<file path="src/rtl/lane_align_pkg.sv">
package lane_align_pkg;

    typedef enum logic [1:0] {
        SZ_BYTE = 2'b00,
        SZ_HALF = 2'b01,
        SZ_WORD = 2'b10,
        SZ_SPARE = 2'b11
    } acc_size_e;

    // Physical slot index for logical slot k out of n slots, given the byte order.
    function automatic int phys_slot(input logic big_end, input int k, input int n);
        return big_end ? (n - 1 - k) : k;
    endfunction

endpackage

</file>
<file path="src/rtl/lane_map.sv">
module lane_map
    import lane_align_pkg::*;
#(
    parameter int LANES     = 4,
    parameter int ADDR_LO_W = 2
) (
    input  logic                 big_endian,
    input  logic [1:0]           size,
    input  logic [ADDR_LO_W-1:0] addr_lo,
    output logic [LANES-1:0]     lane_en
);
    localparam int HALVES = LANES / 2;

    acc_size_e size_e;
    int        byte_slot;
    int        half_slot;

    always_comb begin
        size_e    = acc_size_e'(size);
        byte_slot = phys_slot(big_endian, int'(addr_lo), LANES);
        half_slot = phys_slot(big_endian, int'(addr_lo >> 1), HALVES);
        for (int g = 0; g < LANES; g++) begin
            case (size_e)
                SZ_BYTE: lane_en[g] = (g == byte_slot);
                SZ_HALF: lane_en[g] = ((g / 2) == half_slot);
                default: lane_en[g] = 1'b1;
            endcase
        end
    end

endmodule

</file>
<file path="src/rtl/store_packer.sv">
module store_packer
    import lane_align_pkg::*;
#(
    parameter int DATA_W = 32
) (
    input  logic [1:0]        size,
    input  logic [DATA_W-1:0] reg_data,
    output logic [DATA_W-1:0] bus_data
);
    localparam int LANES  = DATA_W / 8;
    localparam int HALVES = LANES / 2;

    logic [DATA_W-1:0] byte_rep;
    logic [DATA_W-1:0] half_rep;

    genvar gi;
    generate
        for (gi = 0; gi < LANES; gi++) begin : g_byte_rep
            assign byte_rep[8*gi +: 8] = reg_data[7:0];
        end
        for (gi = 0; gi < HALVES; gi++) begin : g_half_rep
            assign half_rep[16*gi +: 16] = reg_data[15:0];
        end
    endgenerate

    always_comb begin
        case (acc_size_e'(size))
            SZ_BYTE: bus_data = byte_rep;
            SZ_HALF: bus_data = half_rep;
            default: bus_data = reg_data;
        endcase
    end

endmodule

</file>
<file path="src/rtl/load_extract.sv">
module load_extract
    import lane_align_pkg::*;
#(
    parameter int DATA_W    = 32,
    parameter int ADDR_LO_W = 2
) (
    input  logic                 big_endian,
    input  logic [1:0]           size,
    input  logic                 sign_ext,
    input  logic [ADDR_LO_W-1:0] addr_lo,
    input  logic [DATA_W-1:0]    bus_data,
    output logic [DATA_W-1:0]    result
);
    localparam int LANES  = DATA_W / 8;
    localparam int HALVES = LANES / 2;

    int          byte_slot;
    int          half_slot;
    logic [7:0]  byte_v;
    logic [15:0] half_v;

    always_comb begin
        byte_slot = phys_slot(big_endian, int'(addr_lo), LANES);
        half_slot = phys_slot(big_endian, int'(addr_lo >> 1), HALVES);
        byte_v    = bus_data[8*byte_slot +: 8];
        half_v    = bus_data[16*half_slot +: 16];
        case (acc_size_e'(size))
            SZ_BYTE: result = {{(DATA_W-8){sign_ext & byte_v[7]}}, byte_v};
            SZ_HALF: result = {{(DATA_W-16){sign_ext & half_v[15]}}, half_v};
            default: result = bus_data;
        endcase
    end

endmodule

</file>
<file path="src/rtl/lane_aligner.sv">
module lane_aligner
    import lane_align_pkg::*;
#(
    parameter int DATA_W    = 32,
    parameter int ADDR_LO_W = $clog2(DATA_W / 8)
) (
    input  logic                  clk,
    input  logic                  rst_n,
    input  logic                  big_endian,
    input  logic                  st_valid,
    input  logic [1:0]            st_size,
    input  logic [ADDR_LO_W-1:0]  st_addr_lo,
    input  logic [DATA_W-1:0]     st_data,
    output logic                  st_out_valid,
    output logic [DATA_W-1:0]     st_bus_data,
    output logic [DATA_W/8-1:0]   st_strobe,
    input  logic                  ld_valid,
    input  logic [1:0]            ld_size,
    input  logic                  ld_signed,
    input  logic [ADDR_LO_W-1:0]  ld_addr_lo,
    input  logic [DATA_W-1:0]     ld_bus_data,
    output logic                  ld_out_valid,
    output logic [DATA_W-1:0]     ld_result
);
    localparam int LANES = DATA_W / 8;

    typedef struct packed {
        logic              st_vld;
        logic [DATA_W-1:0] st_data;
        logic [LANES-1:0]  st_strb;
        logic              ld_vld;
        logic [DATA_W-1:0] ld_data;
    } out_regs_t;

    out_regs_t         regs_d, regs_q;
    logic [LANES-1:0]  st_lane_en;
    logic [DATA_W-1:0] st_packed;
    logic [DATA_W-1:0] ld_extracted;

    lane_map #(.LANES(LANES), .ADDR_LO_W(ADDR_LO_W)) u_st_map (
        .big_endian (big_endian),
        .size       (st_size),
        .addr_lo    (st_addr_lo),
        .lane_en    (st_lane_en)
    );

    store_packer #(.DATA_W(DATA_W)) u_packer (
        .size     (st_size),
        .reg_data (st_data),
        .bus_data (st_packed)
    );

    load_extract #(.DATA_W(DATA_W), .ADDR_LO_W(ADDR_LO_W)) u_extract (
        .big_endian (big_endian),
        .size       (ld_size),
        .sign_ext   (ld_signed),
        .addr_lo    (ld_addr_lo),
        .bus_data   (ld_bus_data),
        .result     (ld_extracted)
    );

    always_comb begin
        regs_d         = '0;
        regs_d.st_vld  = st_valid;
        regs_d.ld_vld  = ld_valid;
        if (st_valid) begin
            regs_d.st_data = st_packed;
            regs_d.st_strb = st_lane_en;
        end
        if (ld_valid) begin
            regs_d.ld_data = ld_extracted;
        end
    end

    always_ff @(posedge clk) begin
        if (!rst_n) begin
            regs_q <= '0;
        end else begin
            regs_q <= regs_d;
        end
    end

    assign st_out_valid = regs_q.st_vld;
    assign st_bus_data  = regs_q.st_data;
    assign st_strobe    = regs_q.st_strb;
    assign ld_out_valid = regs_q.ld_vld;
    assign ld_result    = regs_q.ld_data;

endmodule

</file>
<file path="config.mk">
export PLATFORM = sky130hd
export DESIGN_NAME = lane_aligner
export DESIGN_NICKNAME = d
export VERILOG_FILES = /design/src/rtl/lane_align_pkg.sv /design/src/rtl/lane_map.sv /design/src/rtl/store_packer.sv /design/src/rtl/load_extract.sv /design/src/rtl/lane_aligner.sv
export SDC_FILE = /design/constraint.sdc
export NUM_CORES = 1
export LEC_CHECK = 0
export CAP_MARGIN = 0
export CORE_MARGIN = 2
export CORE_UTILIZATION = 43
export CTS_BUF_LIST = sky130_fd_sc_hd__clkbuf_8
export CTS_CLUSTER_SIZE = 40
export DETAILED_ROUTE_END_ITERATION = 12
export GPL_ROUTABILITY_DRIVEN = 0
export PLACE_DENSITY_LB_ADDON = 0.15
export SLEW_MARGIN = 20
export SYNTH_ARGS = -nofsm -noshare
export SYNTH_HDL_FRONTEND = slang
export SYNTH_SLANG_ARGS = --single-unit
</file>
<file path="constraint.sdc">
create_clock -name clk -period 3.1 [get_ports clk]
set_clock_uncertainty 0.1 [all_clocks]
set_input_delay 0.62 -clock clk [delete_from_list [all_inputs] [get_ports clk]]
set_output_delay 0.62 -clock clk [all_outputs]
set_load 0.02 [all_outputs]
</file>
======== Yosys cells after proc, flatten, opt, wreduce, memory -nomap -nowiden ========
Index checks and enable logic that the tools add are counted.
word-level totals
  register bits ........................... 70
  input bits .............................. 78
  output and inout bits ................... 70
  word-level logic and storage cells ...... 35
cells by class
  $add $sub $neg .......................... 4
  eq/ne operators ......................... 6
  shifts and indexed selects .............. 2
  muxes and demuxes ....................... 10
  bitwise operators ....................... 2
  reduce and logical (&&, ||, !) cells .... 6
operator list
  kind                   count
  $pmux W32 S2           2
  $eq A2 B32 Y1 const A  2
  $eq A3 B32 Y1 const A  2
  $logic_not A32 Y1      2
  $mux W32               2
  $shiftx A32 B32 Y16    1
  $shiftx A32 B32 Y8     1
  $mux W29               1
  $mux W28               1
  $pmux W1 S2            4
  $sub A2 B2 Y3 const A  2
  $eq A2 B1 Y1 const B   2
  $logic_not A2 Y1       2
  $reduce_and A2 Y1      2
  $sub A1 B1 Y2 const A  2
  $and A1 B1 Y1          2

======== Logic depth before layout (Yosys ltp) ========
Gate-level depths: netlist of run 1.
  word-level depth ........................ 5
  depth in mapped cells ................... 7
  gate-level depth less buffers ........... 4

======== Hierarchy ========
A second synthesis of run 1 with hierarchy kept.
second synthesis, totals
  cells, all modules ...................... 314
  area total of the unflattened synthesis .. 3159.3 µm²
modules (own cells, without submodules)
  module        times used  cells an instance  area each (µm²)  seq. area each (µm²)
  lane_aligner  1           153                1950.6           1401.3
  load_extract  1           99                 670.6            0.0
  store_packer  1           53                 464.2            0.0
  lane_map      1           9                  73.8             0.0

======== Worst setup path after synthesis of run 1 ========
Ideal clock, no wire load.
  kind .................................... in2reg
  from .................................... in big_endian
  to ...................................... reg regs_q[10] (netlist: ld_result[10])
  setup time .............................. 0.122 ns
  arrival ................................. 2.080 ns
  data required time ...................... 2.878 ns
  path slack .............................. 0.798 ns
  stages .................................. 6
  path buffers ............................ 2
  cells stage by stage .................... buf_4 -> xor2_4 -> mux4_2 -> and4_4 -> buf_6 -> a221o_1
between the ends
  cells in the longest elaborated chain, start to end .. 4
  elaborated cells on any way between the ends .. 6
  those cells by class .................... shift (2); mux (3); bitwise (1)
RTL lines
  what                  line                  source
  from (decl)           lane_aligner.sv:9     input logic big_endian,
  $mux W29              lane_align_pkg.sv:12  return big_end ? (n - 1 - k) : k;
  $shiftx A32 B32 Y8    load_extract.sv:25    byte_v = bus_data[8*byte_slot +: 8];
  $and A1 B1 Y1         load_extract.sv:28    SZ_BYTE: result = {{(DATA_W-8){sign_ext & byte_v[7]}}, byte_v};
  $pmux W32 S2 *        load_extract.sv:27    case (acc_size_e'(size))
  to (signal assigned)  lane_aligner.sv:79    regs_q <= regs_d;
  to (decl)             lane_aligner.sv:35    out_regs_t regs_d, regs_q;
Every way passes the cells marked *; elsewhere a longest branch is shown, timed or not.
A chain may end at the register's enable or synchronous reset.

======== Worst setup path in the final report of run 1 ========
  from .................................... in big_endian
  to ...................................... reg regs_q[14] (netlist: ld_result[14])
The elaborated chain is that of the path after synthesis.

==> results of run 1 <==
==> cell usage in the layout, fill, tap and decap left out, types with 2 or more instances in the layout <==
cell type	n
dfxtp_1	70
o2bb2ai_1	4
a221o_1	11
clkinv_2	3
clkdlybuf4s50_1	147
and3_1	9
and2_1	2
o221ai_1	4
nor2_1	32
nor3_1	7
o21ai_0	17
o211ai_1	2
or2b_1	2
mux2_2	2
nor2b_1	3
clkbuf_8	10
mux2i_1	18
nand2_1	42
xnor2_1	2
inv_1	4
buf_4	7
a21oi_1	30
==> cells by family (layout without fill, tap and decap cells) <==
logic type,count (synthesis),after routing,share of synthesized area [%]
AO/OA/AOI/OAI,72,72,16.9
XOR/XNOR,3,3,1.65
buffers and inverters,26,174,4.26
flip-flops,70,70,51.3
multiplexers,21,21,8.25
AND/OR/NAND/NOR,105,105,17.6
==> how the worst max path moves through the flow <==
stage,endpoint,slack (ns),cells past startpoint
finish,ld_result[14],0.63,6
global route,ld_result[15],0.57,6
CTS,ld_result[14],0.65,6
detailed placement,ld_result[14],0.30,6
global placement,ld_result[8],0.36,5
floorplan,ld_result[10],0.80,6
==> cell type report <==
type	count	area [µm²]
fill	509	1790
timing repair buffer	154	1520
sequential	70	1400
multi-input combinational	201	1210
clock buffer	10	138
tap	77	96.3
clock inverter	6	61.3
inverter	4	15.0
==> metal layers <==
metal  wire length, µm  part of all wire [%]
met4               162                   1.9
met5                 0                     0
met1              3330                    40
met2              4100                    49
met3               790                   9.4
==> power groups by stage <==
| stage | sequential [mW] | clock (mW) | combinational, mW |
|---|---|---|---|
| final | 0.955 | 0.740 | 0.429 |
| after global routing | 0.959 | 0.792 | 0.460 |
| after CTS | 0.956 | 0.746 | 0.430 |
| after detailed placement | 0.977 | 0 | 0.427 |
| after global placement | 0.975 | 0 | 0.420 |
| after floorplan | 1.03 | 0 | 0.133 |
==> stage by stage <==
stage	util (%)	std cells	area, µm²	power, mW
after floorplan	-	297	2730	1.17
after global placement	68.1	506	4250	1.40
after detailed placement	68.1	506	4250	1.40
after CTS	71.3	522	4450	2.13
after global routing	71.3	522	4450	2.21
final	71.3	522	4450	2.12
==> sequential cells by signal, indices dropped and copies added (netlist names) <==
register,cells
st_strobe,4
st_out_valid,1
ld_result,32
ld_out_valid,1
st_bus_data,32
==> reports/results.txt, run 1 <==
Initial Utilization: 43.7%
Clock power frac: 34.8%
post-synthesis sequential area ratio: 51.3%
deepest clock path buffer count: 2
Final Hold Fails: 0
Power Dens Cells: 478 nW/µm²
P_leak: 1.78 nW
fin crit period: 2.47 ns
first-pass GRT wire length: 13400 µm
sw power: 0.566 mW
Synth Net Count: 375
Routed WL: 8370 µm
wire per inst: 16.0 µm
warnings from Yosys: 0
initial antenna violation count: 0
outcome: finished clean
vias in the first global route: 2738
core footprint: 6240 µm²
Hold-fix buffers, CTS: 0
max-cap violations: 0
post-synthesis cell area: 2730 µm²
P&R area growth vs syn: 62.9%
CP arrival: 2.60 ns
CP delay by family, top: buffers and inverters
pre-CTS WS: 0.300 ns
Synth area leader: dfxtp_1
f_max: 405 MHz
Max Fanout on Critical Path: 13
# DRC: 0
CTS root buf: clkbuf_8
Post-Syn Instances: 297
Antenna diodes: 0
Setup violations, final: 0
met1 Use GR: 27.9%
CTS tree: yes
Primary FF master, synth: dfxtp_1
met2 Track Usage GR: 40.8%
Seq cells post-synth: 70
largest net degree at the start of global routing: 24
critical-path cell list: clkdlybuf4s50_1 > buf_4 > xnor2_1 > mux4_2 > and4_4 > a221o_1
internal power: 1.56 mW
Rows: 29
largest cells by area after synthesis: dfxtp_1 (51%), mux2i_1 (6.6%), nand2_1 (5.8%), a21oi_1 (5.5%), nor2_1 (4.4%)
HP Class: input pin to flop
vias per std cell: 5.17
syn_area_per_cell: 9.19 µm²
I/O Pins: 148
EDFF count, synth: 0
setup slack after layout: 0.629 ns
RSZ-0062 raised after global routing: false
DR pass1 iterations: 4
CTS Buf Count: 9
setup_tns: 0 ns
routing usage on met3: 9.59%
ratio of cells with drive above 1 in the final layout: 7.42%
Max-slew headroom: 57.9%
FFs w/ async S/R, synth: 0%
Slew Limit Fails: 0
CTS resizes: 0
hold slack: 0.750 ns
Worst Tran Pin Value: 0.630 ns
Worst setup EP type: flop
Flop pwr share: 44.9%
crit path launch: big_endian
Period Utilization, post-route: 79.7%
count leader, synth: dfxtp_1
Hold Crit Endpoint: st_bus_data[8]
Top Usage Layer GRT: met2
die width: 83.7 µm
vias: 2701
Die Area: 7000 µm²
DP Wirelength: 6220 µm
Gate power share: 20.2%
die height: 83.7 µm
Req. time, crit path: 3.23 ns
GRT overflow: 0
library cells used by synthesis: 36
total track usage: 24.4%
post-CTS setup buffer count: 0
crit-path max cell delay: 0.51 ns
Routed Antenna Nets: 0
post-synth top area share: 51.3%
clk sinks: 70
H-tree Lvls: 3
Max rail drop VDD: 0.000280 V
nets: 518
WS Path Type: input pin to flop
Worst Setup Start Kind: input pin
hold depth: 3
initial drt markers: 120
CP bufs+invs: 2
Hold Crit Start: st_data[8]
Sw Ratio: 26.7%
critical path's slowest cell: clkdlybuf4s50_1
most frequent cells after synthesis: dfxtp_1 (70), nand2_1 (42), nor2_1 (32), a21oi_1 (30), mux2i_1 (18)
number of port buffers: 147
clk slew on worst S/H paths: 0.08 ns
(Power assumes the default switching activity.)
==> run 2, diff against run 1 <==
--- a/config.mk
+++ b/config.mk
@@ -7,7 +7,7 @@
 export LEC_CHECK = 0
 export CAP_MARGIN = 0
 export CORE_MARGIN = 2
-export CORE_UTILIZATION = 43
+export CORE_UTILIZATION = 40
 export CTS_BUF_LIST = sky130_fd_sc_hd__clkbuf_8
 export CTS_CLUSTER_SIZE = 40
 export DETAILED_ROUTE_END_ITERATION = 12
==> constraint.sdc (replaced) <==
create_clock -name clk -period 2.4 [get_ports clk]
set_clock_uncertainty 0.1 [all_clocks]
set_input_delay 0.48 -clock clk [delete_from_list [all_inputs] [get_ports clk]]
set_output_delay 0.48 -clock clk [all_outputs]
set_load 0.02 [all_outputs]
==> reports/results.txt, run 2 (synthesis gave the netlist of run 1 again) <==
Antenna diodes: 0
P&R area growth vs syn: 66.4%
Rows: 30
# DRC: 0
CTS resizes: 0
clk slew on worst S/H paths: 0.08 ns
f_max: 464 MHz
I/O Pins: 148
Final Hold Fails: 0
Max rail drop VDD: 0.000385 V
Max-slew headroom: 59.6%
FF/Latch Area: 1400 µm²
Routed Antenna Nets: 0
die height: 86.6 µm
critical-path cell list: clkdlybuf4s50_1 > buf_4 > xnor2_1 > mux4_2 > and4_4 > a221o_1
FILL cells: 559
CTS tree: yes
deepest clock path buffer count: 2
most common cell after layout, fill and taps aside: clkdlybuf4s50_1
WS Path Type: input pin to flop
Initial Utilization: 40.9%
area of the multi-input gates: 1210 µm²
Req. time, crit path: 2.53 ns
GRT overflow: 0
setup_tns: 0 ns
Setup violations, final: 0
Worst setup EP type: flop
Hold-fix buffers, CTS: 0
number of port buffers: 147
vias in the first global route: 2751
wire per inst: 15.4 µm
max-cap violations: 0
final instance area: 4540 µm²
nets: 530
initial drt markers: 96
post-CTS setup buffer count: 0
initial antenna violation count: 0
die width: 86.6 µm
DP Wirelength: 6280 µm
RSZ-0062 raised after global routing: false
critical path's slowest cell: clkdlybuf4s50_1
fin crit period: 2.16 ns
Slew Limit Fails: 0
DR pass1 iterations: 4
Worst Tran Pin Value: 0.605 ns
crit-path max cell delay: 0.57 ns
Routed WL: 8260 µm
vias: 2758
Power Dens Cells: 609 nW/µm²
vias per std cell: 5.14
HP Class: input pin to flop
outcome: finished clean
first-pass GRT wire length: 12700 µm
hold slack: 0.620 ns
CTS Buf Count: 9
CTS root buf: clkbuf_8
largest net degree at the start of global routing: 21
CP arrival: 2.28 ns
commonest cells after routing, fill and taps aside: clkdlybuf4s50_1 (147), dfxtp_1 (70), nand2_1 (42), nor2_1 (32), a21oi_1 (30)
P_leak: 1.84 nW
fin util: 68.0%
cell area after placement: 4340 µm²
ratio of cells with drive above 1 in the final layout: 9.85%
Period Utilization, post-route: 89.8%
clk sinks: 70
Die Area: 7500 µm²
Worst Setup Start Kind: input pin
total track usage: 21.8%
H-tree Lvls: 3
core footprint: 6680 µm²
Max Fanout on Critical Path: 13
-- run 2: power by group --
| part | internal [mW] | switching [mW] |
|---|---|---|
| Clock | 0.504 | 0.451 |
| Sequential | 1.22 | 0.0145 |
| Combinational | 0.309 | 0.267 |
| Total | 2.03 | 0.732 |
-- run 2: metrics by stage --
step	total power, mW	setup slack, ns	cells
5_1_grt	2.88	0.159	537
3_5_place_dp	1.83	-0.118	521
4_1_cts	2.78	0.248	537
2_1_floorplan	1.51	0.238	297
3_3_place_gp	1.83	-0.0711	521
6_report	2.76	0.244	537
-- run 2: layout make-up --
cell class / count / area share, %
repair buffers: 166 / 35.5
flip-flops and latches: 70 / 30.9
multi-input cells: 201 / 26.7
clock buffers: 10 / 3.03
well taps: 80 / 2.20
clock inverters: 6 / 1.35
inverters: 4 / 0.331
-- run 2: worst max-delay path, delay by kind of cell --
kind                      cells  cell delay (ns)
muxes                         1             0.33
buffers and inverters         2             0.79
and+or+nand+nor               1             0.24
xor gates and xnor gates      1             0.17
AOI/OAI and AO/OA             1             0.27
-- run 2: routing by layer --
layer | share of wire (%) | vias to the layer above | GRT usage [%]
li1 | - | 1349 | -
met1 | 40 | 1285 | 24.2
met2 | 49 | 110 | 38.2
met3 | 8.6 | 14 | 8.10
met4 | 1.8 | 0 | 7.53
met5 | 0 | - | 0
-- run 2: path summary, 6_finish.rpt --
| kind | startpoint | depth (start not counted) | endpoint |
|---|---|---|---|
| max | big_endian | 6 | ld_result[11] |
| min | st_data[13] | 3 | st_bus_data[13] |
==> run 3, diff against run 2 <==
--- a/config.mk
+++ b/config.mk
@@ -13,6 +13,7 @@
 export DETAILED_ROUTE_END_ITERATION = 12
 export GPL_ROUTABILITY_DRIVEN = 0
 export PLACE_DENSITY_LB_ADDON = 0.15
+export SKIP_LAST_GASP = 1
 export SLEW_MARGIN = 20
 export SYNTH_ARGS = -nofsm -noshare
 export SYNTH_HDL_FRONTEND = slang
==> results of run 3 <==
Same layout as run 2: the final DEF is identical, and so are final timing and power.
